--- src/rtl/wp_pkg.sv ---
package wp_pkg;

  localparam int PCNT_W = 4;

  typedef enum logic [1:0] {
    K_NONE  = 2'd0,
    K_COL   = 2'd1,
    K_ROW   = 2'd2,
    K_REMAP = 2'd3
  } cmd_kind_e;

  localparam logic [7:0] OP_COL_WIN = 8'h15;
  localparam logic [7:0] OP_ROW_WIN = 8'h75;
  localparam logic [7:0] OP_REMAP   = 8'hA0;

  // number of parameter bytes that follow a command opcode
  function automatic logic [PCNT_W-1:0] param_count(input logic [7:0] op);
    logic [PCNT_W-1:0] n;
    case (op)
      OP_COL_WIN, OP_ROW_WIN:             n = 4'd2;
      OP_REMAP:                           n = 4'd1;
      8'h81, 8'hA1, 8'hA2, 8'hA8, 8'hAD:  n = 4'd1;
      8'hB0, 8'hB1, 8'hB2, 8'hB3, 8'hB4:  n = 4'd1;
      8'hBC, 8'hBE, 8'hBF:                n = 4'd1;
      8'hB8:                              n = 4'd8;
      default:                            n = 4'd0;
    endcase
    return n;
  endfunction

  function automatic cmd_kind_e kind_of(input logic [7:0] op);
    cmd_kind_e k;
    case (op)
      OP_COL_WIN: k = K_COL;
      OP_ROW_WIN: k = K_ROW;
      OP_REMAP:   k = K_REMAP;
      default:    k = K_NONE;
    endcase
    return k;
  endfunction

endpackage

--- src/rtl/wp_cmd_decode.sv ---
module wp_cmd_decode
  import wp_pkg::*;
#(
  parameter int AW = 6,
  parameter int VERT_BIT = 2
) (
  input  logic          clk,
  input  logic          rst_n,
  input  logic [7:0]    bus_byte,
  input  logic          is_data,
  input  logic          wr_stb,
  output logic          col_load,
  output logic          row_load,
  output logic [AW-1:0] load_start,
  output logic [AW-1:0] load_end,
  output logic          vert_mode
);

  cmd_kind_e         kind_q, kind_d;
  logic [PCNT_W-1:0] pcnt_q, pcnt_d;
  logic [AW-1:0]     first_q, first_d;
  logic              vert_q, vert_d;
  logic              cmd_wr;
  logic              first_en;

  assign cmd_wr = wr_stb & ~is_data;

  always_comb begin
    kind_d   = kind_q;
    pcnt_d   = pcnt_q;
    first_d  = first_q;
    vert_d   = vert_q;
    col_load = 1'b0;
    row_load = 1'b0;
    first_en = 1'b0;
    if (cmd_wr) begin
      if (pcnt_q == '0) begin
        kind_d = kind_of(bus_byte);
        pcnt_d = param_count(bus_byte);
      end else begin
        pcnt_d = pcnt_q - 1'b1;
        if (pcnt_q == PCNT_W'(2) && (kind_q == K_COL || kind_q == K_ROW)) begin
          first_en = 1'b1;
        end
        if (pcnt_q == PCNT_W'(1)) begin
          kind_d = K_NONE;
          case (kind_q)
            K_COL:   col_load = 1'b1;
            K_ROW:   row_load = 1'b1;
            K_REMAP: vert_d   = bus_byte[VERT_BIT];
            default: ;
          endcase
        end
      end
    end
    if (first_en) first_d = bus_byte[AW-1:0];
  end

  always_ff @(posedge clk or negedge rst_n) begin
    if (!rst_n) begin
      kind_q  <= K_NONE;
      pcnt_q  <= '0;
      first_q <= '0;
      vert_q  <= 1'b0;
    end else if (cmd_wr) begin
      kind_q  <= kind_d;
      pcnt_q  <= pcnt_d;
      first_q <= first_d;
      vert_q  <= vert_d;
    end
  end

  assign load_start = first_q;
  assign load_end   = bus_byte[AW-1:0];
  assign vert_mode  = vert_q;

  // each parameter byte consumes exactly one count
  a_r9_param_countdown: assert property (@(posedge clk) disable iff (!rst_n)
    (cmd_wr && pcnt_q != '0) |=> (pcnt_q == $past(pcnt_q) - 1'b1));

  // a data byte leaves the command state untouched
  a_r4_data_no_decode: assert property (@(posedge clk) disable iff (!rst_n)
    (wr_stb && is_data) |=> ($stable(pcnt_q) && $stable(vert_q)));

  // at most one window load per cycle
  a_r2_single_load: assert property (@(posedge clk) disable iff (!rst_n)
    $onehot0({col_load, row_load}));

endmodule

--- src/rtl/wp_axis_step.sv ---
module wp_axis_step #(
  parameter int AW = 6
) (
  input  logic [AW-1:0] cur,
  input  logic [AW-1:0] lo,
  input  logic [AW-1:0] hi,
  output logic [AW-1:0] nxt,
  output logic          wrap
);

  always_comb begin
    wrap = (cur == hi);
    nxt  = wrap ? lo : cur + 1'b1;
  end

endmodule

--- src/rtl/wp_pointer.sv ---
module wp_pointer #(
  parameter int AW = 6
) (
  input  logic          clk,
  input  logic          rst_n,
  input  logic          data_we,
  input  logic          vert_mode,
  input  logic          col_load,
  input  logic          row_load,
  input  logic [AW-1:0] load_start,
  input  logic [AW-1:0] load_end,
  output logic [AW-1:0] col,
  output logic [AW-1:0] row
);

  localparam int NAX = 2;           // axis 0 = column, axis 1 = row
  localparam logic [AW-1:0] TOP = {AW{1'b1}};

  logic [AW-1:0] ptr_q [NAX];
  logic [AW-1:0] ptr_d [NAX];
  logic [AW-1:0] lo_q  [NAX];
  logic [AW-1:0] lo_d  [NAX];
  logic [AW-1:0] hi_q  [NAX];
  logic [AW-1:0] hi_d  [NAX];
  logic [AW-1:0] step  [NAX];
  logic          wrap  [NAX];
  logic [NAX-1:0] load;
  logic           upd_en;

  assign load = {row_load, col_load};

  for (genvar a = 0; a < NAX; a++) begin : g_axis
    wp_axis_step #(.AW(AW)) u_step (
      .cur  (ptr_q[a]),
      .lo   (lo_q[a]),
      .hi   (hi_q[a]),
      .nxt  (step[a]),
      .wrap (wrap[a])
    );
  end

  always_comb begin
    for (int a = 0; a < NAX; a++) begin
      ptr_d[a] = ptr_q[a];
      lo_d[a]  = lo_q[a];
      hi_d[a]  = hi_q[a];
      if (load[a]) begin
        lo_d[a]  = load_start;
        hi_d[a]  = load_end;
        ptr_d[a] = load_start;
      end
    end
    if (data_we) begin
      if (!vert_mode) begin
        ptr_d[0] = step[0];
        if (wrap[0]) ptr_d[1] = step[1];
      end else begin
        ptr_d[1] = step[1];
        if (wrap[1]) ptr_d[0] = step[0];
      end
    end
  end

  assign upd_en = data_we | (|load);

  always_ff @(posedge clk or negedge rst_n) begin
    if (!rst_n) begin
      for (int a = 0; a < NAX; a++) begin
        ptr_q[a] <= '0;
        lo_q[a]  <= '0;
        hi_q[a]  <= TOP;
      end
    end else if (upd_en) begin
      for (int a = 0; a < NAX; a++) begin
        ptr_q[a] <= ptr_d[a];
        lo_q[a]  <= lo_d[a];
        hi_q[a]  <= hi_d[a];
      end
    end
  end

  assign col = ptr_q[0];
  assign row = ptr_q[1];

  // a column window load places the column pointer at its start
  a_r2_col_load: assert property (@(posedge clk) disable iff (!rst_n)
    col_load |=> (col == $past(load_start)) && $stable(row));

  // a row window load places the row pointer at its start
  a_r3_row_load: assert property (@(posedge clk) disable iff (!rst_n)
    row_load |=> (row == $past(load_start)) && $stable(col));

  // horizontal step inside the window
  a_r5_h_step: assert property (@(posedge clk) disable iff (!rst_n)
    (data_we && !vert_mode && col != hi_q[0]) |=>
      (col == $past(col) + 1'b1) && $stable(row));

  // horizontal wrap carries into the row
  a_r6_h_wrap: assert property (@(posedge clk) disable iff (!rst_n)
    (data_we && !vert_mode && col == hi_q[0] && row != hi_q[1]) |=>
      (col == $past(lo_q[0])) && (row == $past(row) + 1'b1));

  // vertical step inside the window
  a_r7_v_step: assert property (@(posedge clk) disable iff (!rst_n)
    (data_we && vert_mode && row != hi_q[1]) |=>
      (row == $past(row) + 1'b1) && $stable(col));

  // nothing moves without a write or a load
  a_r10_hold: assert property (@(posedge clk) disable iff (!rst_n)
    (!data_we && load == '0) |=> ($stable(col) && $stable(row)));

endmodule

--- src/rtl/windowed_ram_ptr.sv ---
module windowed_ram_ptr #(
  parameter int ADDR_W = 6,
  parameter int SYNC_STAGES = 2
) (
  input  logic              clk,
  input  logic              rst_n,
  input  logic [7:0]        bus_byte,
  input  logic              is_data,
  input  logic              wr_stb,
  output logic [ADDR_W-1:0] col,
  output logic [ADDR_W-1:0] row,
  output logic              mem_we,
  output logic [7:0]        mem_wdata
);

  logic [SYNC_STAGES-1:0] rst_pipe;
  logic                   rst_ok;
  logic                   wr_ok;
  logic                   col_load, row_load, vert_mode;
  logic [ADDR_W-1:0]      load_start, load_end;

  always_ff @(posedge clk or negedge rst_n) begin
    if (!rst_n) rst_pipe <= '0;
    else        rst_pipe <= {rst_pipe[SYNC_STAGES-2:0], 1'b1};
  end
  assign rst_ok = rst_pipe[SYNC_STAGES-1];

  assign wr_ok = wr_stb & rst_ok;

  wp_cmd_decode #(.AW(ADDR_W)) u_dec (
    .clk        (clk),
    .rst_n      (rst_ok),
    .bus_byte   (bus_byte),
    .is_data    (is_data),
    .wr_stb     (wr_ok),
    .col_load   (col_load),
    .row_load   (row_load),
    .load_start (load_start),
    .load_end   (load_end),
    .vert_mode  (vert_mode)
  );

  assign mem_we    = wr_ok & is_data;
  assign mem_wdata = bus_byte;

  wp_pointer #(.AW(ADDR_W)) u_ptr (
    .clk        (clk),
    .rst_n      (rst_ok),
    .data_we    (mem_we),
    .vert_mode  (vert_mode),
    .col_load   (col_load),
    .row_load   (row_load),
    .load_start (load_start),
    .load_end   (load_end),
    .col        (col),
    .row        (row)
  );

  // write enable only for strobed data bytes
  a_r4_we_qual: assert property (@(posedge clk) disable iff (!rst_n)
    mem_we |-> (wr_stb && is_data));

endmodule

--- config.mk ---
export PLATFORM = sky130hd
export DESIGN_NAME = windowed_ram_ptr
export DESIGN_NICKNAME = d
export VERILOG_FILES = /design/src/rtl/wp_pkg.sv /design/src/rtl/wp_cmd_decode.sv /design/src/rtl/wp_axis_step.sv /design/src/rtl/wp_pointer.sv /design/src/rtl/windowed_ram_ptr.sv
export SDC_FILE = /design/constraint.sdc
export NUM_CORES = 1
export LEC_CHECK = 0
export ABC_AREA = 1
export BUFFER_PORTS_ARGS = -buffer_cell sky130_fd_sc_hd__buf_2
export CAP_MARGIN = 20
export CORE_UTILIZATION = 50
export CTS_BUF_LIST = sky130_fd_sc_hd__clkbuf_16
export CTS_CLUSTER_SIZE = 12
export DETAILED_ROUTE_END_ITERATION = 8
export PLACE_DENSITY = 0.81
export REMOVE_ABC_BUFFERS = 1
export SLEW_MARGIN = 20
export SYNTH_ARGS = -nofsm -noshare
export SYNTH_HDL_FRONTEND = slang
export SYNTH_SLANG_ARGS = --single-unit
--- constraint.sdc ---
create_clock -name clk -period 3.6 [get_ports clk]
set_input_delay 0.72 -clock clk [delete_from_list [all_inputs] [get_ports clk]]
set_output_delay 0.72 -clock clk [all_outputs]
set_load 0.02 [all_outputs]
# Yosys cells after proc, flatten, opt, wreduce, memory -nomap -nowiden
# Cells that the tools add are included.
# classes
add_sub_neg	3
n_eq_ne	24
muxes	24
n_bitwise	6
n_reduce_logical	12
# ops
cell	count
8-bit equality test (second input constant)	15
6-bit two-way mux	6
12-bit two-way mux	2
14-bit OR reduction	1
6-bit by 1-bit adder with 6-bit output (second input constant)	2
6-bit equality test	2
4-bit one-hot mux with 3 select lines	1
1-bit two-way mux	11
8-bit by 5-bit equality test with 1-bit output (second input constant)	1
8-bit by 7-bit equality test with 1-bit output (second input constant)	1
2-bit AND reduction	4
2-bit one-hot mux with 3 select lines	1
2-bit equality test (second input constant)	2
4-bit by 1-bit equality test with 1-bit output (second input constant)	1
4-bit by 2-bit equality test with 1-bit output (second input constant)	1
4-bit zero test	1
2-bit two-way mux	2
4-bit two-way mux	1
4-bit AND reduction	1
2-bit OR reduction	2
4-bit by 1-bit subtractor with 4-bit output (second input constant)	1
1-bit bitwise AND	3
2-bit by 1-bit equality test with 1-bit output (second input constant)	1
1-bit NOT	2
4 further kinds	4
# word_totals
register_bits	51
inputBits	12
output_inout_bits	21

# Depth between registers and ports, before layout
# Gate-level depths: netlist of run 1.
# depth
depth_word	9
mapped_depth	11
depth_no_buf	11

# Hierarchy
# A second synthesis of run 1 with hierarchy kept.
# hier_totals
hier_cells	465
area_unflattened_um2	3380.7
# modules_own_cells
module	n_inst	cells_per_inst	area_each_um2	seq_area_each_um2
wp_pointer	1	187	1579.0	915.9
wp_cmd_decode	1	137	999.7	325.3
wp_axis_step	2	63	335.3	0.0
windowed_ram_ptr	1	15	131.4	50.0

# Least setup slack after synthesis of run 1
# No wires, ideal clock.
# synth_path
path_kind	register to output
start	reg rst_pipe[1]
end	out mem_we
arrival_time_ps	2114
t_required_ps	2880
setup_slack_ps	766
stages_incl_launch_ff	3
n_path_buf	0
path_cell_list	dfrtp_1 inv_1 nor3_4
# synth_via
elab_chain_len	2
# synth_lines
item	line_no	text
start: declaration	windowed_ram_ptr.sv:16	logic [SYNC_STAGES-1:0] rst_pipe;
start signal: assignment	windowed_ram_ptr.sv:24	else rst_pipe <= {rst_pipe[SYNC_STAGES-2:0], 1'b1};
1-bit bitwise AND	windowed_ram_ptr.sv:28	assign wr_ok = wr_stb & rst_ok;
1-bit bitwise AND	windowed_ram_ptr.sv:43	assign mem_we = wr_ok & is_data;
end: declaration	windowed_ram_ptr.sv:12	output logic mem_we,
# No other way between the ends.

# Worst setup path in the final report of run 1
# layout_path
start	reg u_dec.pcnt_q[0]
end	reg u_ptr.ptr_q (netlist bit u_ptr.row[5])
# layout_via
elab_chain_len	8
# layout_lines
item	line_no	text
start: declaration	wp_cmd_decode.sv:20	logic [PCNT_W-1:0] pcnt_q, pcnt_d;
start signal: assignment	wp_cmd_decode.sv:67	pcnt_q <= pcnt_d;
4-bit by 1-bit equality test with 1-bit output	wp_cmd_decode.sv:45	if (pcnt_q == PCNT_W'(1)) begin
1-bit two-way mux	wp_cmd_decode.sv:45	
1-bit two-way mux	wp_cmd_decode.sv:37	if (pcnt_q == '0) begin
1-bit two-way mux	wp_cmd_decode.sv:36	if (cmd_wr) begin
6-bit two-way mux	wp_pointer.sv:47	if (load[a]) begin
6-bit two-way mux	wp_pointer.sv:56	if (wrap[0]) ptr_d[1] = step[1];
12-bit two-way mux	wp_pointer.sv:54	if (!vert_mode) begin
12-bit two-way mux	wp_pointer.sv:53	if (data_we) begin
end signal: indexed assignment	wp_pointer.sv:75	ptr_q[a] <= ptr_d[a];
end: declaration	wp_pointer.sv:19	logic [AW-1:0] ptr_q [NAX];
# Several ways; a longest one is shown, not always the timed one.
# A chain may end at the register's enable or synchronous reset.

==> results of run 1 <==
-- cells in the mapped netlist (6+ instances only) --
cell type	count
o21ai_0	18
nor2_1	28
nor2_4	6
o21ai_1	8
nand2_1	143
nand2_2	6
dfrtp_1	39
nand4_1	13
inv_1	49
buf_4	10
nor3_1	7
nand3_1	24
xor2_1	8
ha_1	8
inv_2	11
dfstp_2	12
a21oi_1	7
-- cells by family (layout without fill, tap and decap cells) --
family	after synthesis	count (layout)
fa+ha+maj	8	8
buf+inv	78	103
xor+xnor	8	8
other cells	1	1
compound gates	48	48
flops	51	51
simple gates	247	247
-- state kept, by name, indices dropped and copies added (netlist names) --
name              flops
u_ptr.hi_q           12
u_dec.vert_mode       1
u_ptr.col             6
rst_pipe              2
u_ptr.lo_q           12
u_dec.pcnt_q          4
u_dec.kind_q          2
u_dec.load_start      6
u_ptr.row             6
-- through the flow --
stage,total power [W],hold slack (ns),util [%],instances
after detailed placement,0.00203,0.346,54.5,535
after floorplan,0.00176,0.331,-,425
after CTS,0.00250,0.194,56.8,543
after global routing,0.00268,0.195,56.8,543
after global placement,0.00199,0.344,54.5,535
final,0.00249,0.194,56.8,543
-- power by group through the flow --
stage,Combinational (W),Sequential (W),Clock (W)
6_report,0.00100,0.00102,0.000472
5_1_grt,0.00114,0.00105,0.000497
4_1_cts,0.00101,0.00102,0.000476
3_5_place_dp,0.000998,0.00103,0
3_3_place_gp,0.000968,0.00102,0
2_1_floorplan,0.000730,0.00104,0
-- worst paths after layout --
| kind | from | to | slack (ns) | cells past startpoint |
|---|---|---|---|---|
| setup / recovery | u_dec.pcnt_q[0] | u_ptr.row[5] | 1.33 | 10 |
| hold / removal | rst_n | rst_pipe[1] | 0.19 | 1 |
| setup reg to reg | u_dec.pcnt_q[0] | u_ptr.row[5] | 1.33 | 10 |
| hold reg to reg | rst_pipe[0] | rst_pipe[1] | 0.37 | 0 |
| max in group asynchronous | rst_pipe[1] | u_ptr.row[2] | 2.73 | 1 |
| min in group clk | rst_pipe[0] | rst_pipe[1] | 0.37 | 0 |
-- routing by layer --
layer / track usage, % / wire length [um]
met4: 5.80 / 107
met1: 29.4 / 3320
met2: 37.6 / 3560
met5: 0 / 0
met3: 4.06 / 383
-- area by class of cell --
cell class | instances | area (um^2)
sequential | 51 | 1290
timing repair buffer | 33 | 168
clock buffer | 5 | 125
inverter | 62 | 240
fill | 582 | 2780
clock inverter | 3 | 20.0
tap | 77 | 96.3
multi-input combinational | 312 | 1700
==> qor.yml, run 1 <==
status: "complete, but fails checks"
violations: "design-rule violations"
clk_latency_ns: 0.29
min_path_type: "in2async"
period_needed_ns: 2.27
synth_cells: 441
p_seq_share_pct: 40.9
dieArea_mm2: 0.00705
post_cts_resized: 0
startpoint_type: "flop"
synth_xor_area_share_pct: 2.09
grt_max_degree: 50
synth_area_per_cell_um2: 7.62
synth_edf_count: 0
grt_pass1_vias: 2737
synth_top_area_share_pct: 29.1
gp_congestion: 0.835
gr-total-overflow: 0
worst_pin_slew_ns: 0.613
drtAntennaViolNets: 0
die_height_um: 84.0
ctsHoldBuffers: 0
clk_path_buf_depth: 2
rsz0062_at_grt: "no"
htree_levels: 2
synthFlopType: "dfrtp_1"
synth.largest_area_cell: "dfrtp_1"
cp_slowest_cell: "nor2_4"
design_area_mm2: 0.00365
synthMuxAreaShare_pct: 0
drcViolationCount: 7
nNetsFinal: 485
synth_simple_gate_area_share_pct: 37.1
p_clk_share_pct: 18.9
final_cell_mix: "nand2_1 (143), inv_1 (50), dfrtp_1 (38)"
initial_utilization_pct: 52.3
crit_required_ns: 3.78
groute.usage.overall_pct: 22.2
drt_iter0_drc: 239
rows: 29
die_w_um: 84.0
cts.sinks: 51
ctsRootBufferMaster: "clkbuf_16"
critPathKind: "reg2reg"
critical_path_arrival_ns: 2.44
core_region_area_mm2: 0.00642
fin_tns_setup_ns: 0
cellPowerDensity_mw_per_mm2: 684
finalSetupViolCount: 0
fmax_mhz: 441
combPwrFrac_pct: 40.2
slew_viol_final: 0
drt_wl_total_um: 7370
tritoncts: "done"
io_buffers: 32
async_flop_share_pct: 100
drv_cap: 0
skew_ns: 0.00600
critPathBufInv: 4
cpLargestDelayFamily: "simple AND/OR/NAND/NOR gates"
drt-wirelength-per-cell_um: 13.6
antenna_found_initial: 0
grt_pass1_wl_um: 12600
synth-seq-cells: 51
netlist_area_mm2: 0.00336
area_growth_syn_to_layout_pct: 8.57
numCtsBuffers: 5
clk_pin_slew_worst_paths_ns: 0.07
final_common_cell: "nand2_1"
ys_seq_area_share_pct: 38.5
pin_count: 33
via_per_inst: 5.35
n_antenna_cell: 0
crit_path_end_kind: "flop"
synth_top_family_by_area: "simple AND/OR/NAND/NOR gates"
p_sw_share_pct: 42.9
hold_violations: 0
path_max_fanout: 21
p_leak_nw: 1.96
p_int_w: 0.00143
p_switching_w: 0.00107
yosysWarnings: 0
postCtsSetupRepairBufs: 0
synth.area.top_cells: "dfrtp_1 (29%), nand2_1 (16%), dfstp_2 (9.4%)"
place_ws_ns: 1.31
cpMostUsedCell: "inv_1"
synth_compound_area_share_pct: 8.42
max_stage_delay_ns: 0.39
fin_crit_sh_pct: 63.0
synth_cell_types: 41
max-slew-margin-rel_pct: 59.1
drive_above_1_share_pct: 21.7
detail_route.first_pass.iterations: 7
placed_area_mm2: 0.00350
num_vias: 2906
crit_chain: "inv_1 -> ha_1 -> inv_1 -> nand4_2 -> nor2_4 -> inv_2 -> nand2_4 -> inv_1 -> nand2_1 -> o21ai_1"
synth_adder_area_share_pct: 2.98
hpwl_um: 5500
setup_ws_ns: 1.33
vdd_drop_max_uv: 327
No activity file was read; power rests on OpenSTA's default activity.
==> run 2, diff against run 1 <==
PLACE_DENSITY = 0.84   (was 0.81)
clock period = 1.83 ns   (was 3.6 ns; I/O delays follow)
==> qor.yml, run 2 (synthesis gave the netlist of run 1 again) <==
clk_latency_ns: 0.29
fin_crit_sh_pct: 96.2
r2r_cells: 10
core_region_area_mm2: 0.00642
critPathKind: "reg2reg"
drt_iter0_drc: 241
finalSetupViolCount: 0
r2r_start: "u_dec.pcnt_q[1]"
setup_ws_ns: 0.0697
cts.sinks: 51
hold_violations: 0
drt_wl_total_um: 7830
die_height_um: 84.0
area_growth_syn_to_layout_pct: 15.2
min_path_type: "reg2async"
worst_pin_slew_ns: 0.615
clk_path_buf_depth: 2
rows: 29
n_antenna_cell: 0
gp_congestion: 0.898
drv_cap: 0
startpoint_type: "flop"
io_buffers: 32
drtAntennaViolNets: 0
max_stage_delay_ns: 0.39
drcViolationCount: 4
slew_viol_final: 0
cp_slowest_cell: "dfrtp_1"
num_vias: 2982
hpwl_um: 5540
largest_registers: "u_ptr.hi_q x12, u_ptr.lo_q x12"
ff2ff_setup_slack_ns: 0.07
status: "complete, but fails checks"
p_leak_nw: 2.07
fmax_mhz: 568
crit_required_ns: 2.01
groute.usage.overall_pct: 23.1
numCtsBuffers: 5
place_ws_ns: -0.0395
die_w_um: 84.0
antenna_found_initial: 0
grt_max_degree: 49
drive_above_1_share_pct: 26.2
max-slew-margin-rel_pct: 59.0
htree_levels: 2
drt-wirelength-per-cell_um: 13.8
initial_utilization_pct: 52.3
path_max_fanout: 9
dieArea_mm2: 0.00705
ctsRootBufferMaster: "clkbuf_16"
period_needed_ns: 1.76
critical_path_arrival_ns: 1.94
nNetsFinal: 508
clk_pin_slew_worst_paths_ns: 0.07
p_total_w: 0.00505
tritoncts: "done"
crit_path_end_kind: "flop"
grt_pass1_vias: 2875
final_cell_mix: "nand2_1 (143), inv_1 (47), dfrtp_1 (38)"
pin_count: 33
vdd_drop_max_uv: 725
skew_ns: 0.00536
grt_pass1_wl_um: 13000
crit_chain: "inv_1 -> ha_2 -> inv_4 -> nand4_4 -> nor2_4 -> nor2_2 -> nand2_4 -> buf_12 -> nand3_1 -> nand2_1"
final_common_cell: "nand2_1"
via_per_inst: 5.27
detail_route.first_pass.iterations: 7
gr-total-overflow: 0
cellPowerDensity_mw_per_mm2: 1310
reg2reg_to: "u_ptr.col[0]"
violations: "design-rule violations"
-- run 2: cell count changes in the layout (fill, tap and decap cells not counted), sizes merged --
cell,before,now
buf,33,55
clkinv,1,2
dlygate4sd3,0,1
inv,63,62
-- run 2: what timing repair did --
item | in CTS | in global routing
endpoints found under the hold margin | 2 | 0
gates cloned | 0 | 0
setup endpoints to repair | 7 | 12
pin swaps | 0 | 4
hold buffers | 1 | 0
resized for setup | 1 | 10
buffers inserted | 3 | 7
-- run 2: per-layer routing --
layer / vias up / share of wire (%) / global-route usage, %
met1: 1376 / 41 / 29.5
li1: 1482 / - / -
met5: - / 0 / 0
met2: 102 / 50 / 40.8
met3: 22 / 5.9 / 2.77
met4: 0 / 2.4 / 7.05
-- run 2: how the worst max path moves through the flow --
stage	start	to
2_1_floorplan	rst_pipe[1]	u_ptr.row[5]
3_3_place_gp	u_dec.pcnt_q[0]	u_ptr.row[0]
3_5_place_dp	u_dec.pcnt_q[0]	u_ptr.row[0]
4_1_cts	u_dec.pcnt_q[0]	u_ptr.row[0]
5_1_grt	u_dec.pcnt_q[1]	u_ptr.col[1]
6_report	u_dec.pcnt_q[1]	u_ptr.col[0]
-- run 2: layout make-up --
| class | count | area, um^2 |
|---|---|---|
| Clock inverter | 3 | 16.3 |
| Fill cell | 509 | 2550 |
| Inverter | 62 | 243 |
| Sequential cell | 51 | 1290 |
| Timing Repair Buffer | 56 | 367 |
| Tap cell | 77 | 96.3 |
| Multi-Input combinational cell | 312 | 1730 |
| Clock buffer | 5 | 125 |
-- run 2: worst max-delay path, delay by kind of cell (launching register included) --
kind | cells | cell delay (ns)
and+or+nand+nor | 6 | 0.68
buffers and inverters | 3 | 0.35
adders and majority gates | 1 | 0.24
DFF | 1 | 0.39
-- run 2: where the power goes --
| part | internal [W] | switching [W] | leakage, nW |
|---|---|---|---|
| logic | 0.000799 | 0.00136 | 1.37 |
| registers | 0.00161 | 0.000381 | 0.626 |
| clock network | 0.000500 | 0.000398 | 0.0710 |
| total | 0.00291 | 0.00214 | 2.07 |
-- run 2: metrics by stage --
step                      area (um^2)  std cells  setup TNS [ns]  util, %  hold WS, ns
final                            3870        566               0     60.2       0.0818
after global routing             3870        566         -0.0550     60.2       0.0860
after global placement           3590        547               0     55.9       0.0706
after detailed placement         3590        547          -0.156     55.9       0.0725
after floorplan                  3240        425          -34.97        -       0.0704
after CTS                        3760        559               0     58.6       0.0796
==> run 3, diff against run 2 <==
PLACE_DENSITY = 0.81   (was 0.84)
clock period = 1.9 ns   (was 1.83 ns; I/O delays follow)
==> qor.yml, run 3 (synthesis gave the netlist of run 1 again) <==
vdd_drop_max_uv: 646
clk_latency_ns: 0.29
r2r_cells: 10
nNetsFinal: 498
final_common_cell: "nand2_1"
core_region_area_mm2: 0.00642
largest_registers: "u_ptr.hi_q x12, u_ptr.lo_q x12"
hpwl_um: 5540
drt_wl_total_um: 7480
fin_tns_setup_ns: 0
cellPowerDensity_mw_per_mm2: 1270
reg2reg_to: "u_ptr.row[4]"
fmax_mhz: 555
period_needed_ns: 1.80
detail_route.first_pass.iterations: 7
met3_length_um: 318
slew_viol_final: 0
drcViolationCount: 5
htree_levels: 2
cts.sinks: 51
startpoint_type: "flop"
setup_ws_ns: 0.0978
ff2ff_setup_slack_ns: 0.11
endpoint: "mem_we"
die_height_um: 84.0
grt_pass1_vias: 2805
via_per_inst: 5.33
crit_start: "rst_pipe[1]"
num_vias: 2963
critPathKind: "reg2out"
violations: "design-rule violations"
max-slew-margin-rel_pct: 59.3
groute.usage.overall_pct: 22.9
min_path_type: "reg2reg"
fin_crit_sh_pct: 94.9
status: "complete, but fails checks"
io_buffers: 32
crit_required_ns: 1.52
grt_pass1_wl_um: 12700
timing.hold.ws_ns: 0.361
numCtsBuffers: 5
pin_count: 33
initial_utilization_pct: 52.3
gr-total-overflow: 0
ctsRootBufferMaster: "clkbuf_16"
crit_path_end_kind: "output port"
drv_cap: 0
critical_path_arrival_ns: 1.42
drive_above_1_share_pct: 24.0
tritoncts: "done"
hold_violations: 0
antenna_found_initial: 0
dr_wl_met2_um: 3690
clk_path_buf_depth: 2
path_max_fanout: 4
n_antenna_cell: 0
rows: 29
gp_congestion: 0.865
drt_iter0_drc: 158
dieArea_mm2: 0.00705
final_cell_mix: "nand2_1 (143), inv_1 (48), dfrtp_1 (38)"
drtAntennaViolNets: 0
grt_max_degree: 50
drt-met1-wl_um: 3200
place_ws_ns: 0.0734
r2r_start: "u_dec.pcnt_q[1]"
worst_pin_slew_ns: 0.610
skew_ns: 0.00468
top_layer: "met4"
drt-wirelength-per-cell_um: 13.5
finalSetupViolCount: 0
area_growth_syn_to_layout_pct: 12.7
p_leak_nw: 2.02
clk_pin_slew_worst_paths_ns: 0.07
die_w_um: 84.0
==> run 3: power breakdown <==
part / internal [W] / switching [W] / total, W
clock: 0.000488 / 0.000400 / 0.000888
combinational: 0.000723 / 0.00126 / 0.00199
sequential: 0.00155 / 0.000375 / 0.00192
==> run 3: worst min path at each step <==
stage	startpoint	to	slack, ns	depth (start not counted)
final	rst_pipe[0]	rst_pipe[1]	0.36	0
after global routing	rst_pipe[0]	rst_pipe[1]	0.37	0
after CTS	rst_pipe[0]	rst_pipe[1]	0.37	0
after detailed placement	rst_n	rst_pipe[0]	0.17	1
after global placement	rst_n	rst_pipe[0]	0.17	1
after floorplan	rst_n	rst_pipe[0]	0.08	0
==> run 3: layout make-up <==
| cell class | count | area (um^2) |
|---|---|---|
| Tap cell | 77 | 96.3 |
| Sequential cell | 51 | 1290 |
| Inverter | 62 | 240 |
| Multi-Input combinational cell | 312 | 1730 |
| Timing Repair Buffer | 46 | 284 |
| Fill cell | 551 | 2640 |
| Clock inverter | 3 | 18.8 |
| Clock buffer | 5 | 125 |
==> run 3: critical path, stage by stage, from the launching register on <==
cell,delay (ns)
dfrtp_2,0.40
inv_1,0.07
nor3_4,0.41
buf_2,0.25
==> run 3: layer usage <==
layer	up-vias	track usage, %
met4	0	11.1
met1	1383	28.6
li1	1465	-
met5	-	0
met3	24	3.56
met2	91	38.7
==> run 3: what timing repair did <==
action                                  4_1_cts  5_1_grt
gates resized for setup                       0        5
endpoints found under the setup margin        0       15
hold buffers                                  1        0
buffers inserted                              0        3
hold endpoints to repair                      2        0
==> run 3: per-stage QoR <==
| step | instance area [um^2] | power (W) | std cells | util, % |
|---|---|---|---|---|
| global placement | 3580 | 0.00377 | 544 | 55.8 |
| CTS | 3730 | 0.00477 | 553 | 58.2 |
| global route | 3780 | 0.00516 | 556 | 58.9 |
| detailed placement | 3580 | 0.00387 | 544 | 55.8 |
| finish | 3780 | 0.00480 | 556 | 58.9 |
| floorplan | 3240 | 0.00334 | 425 | - |
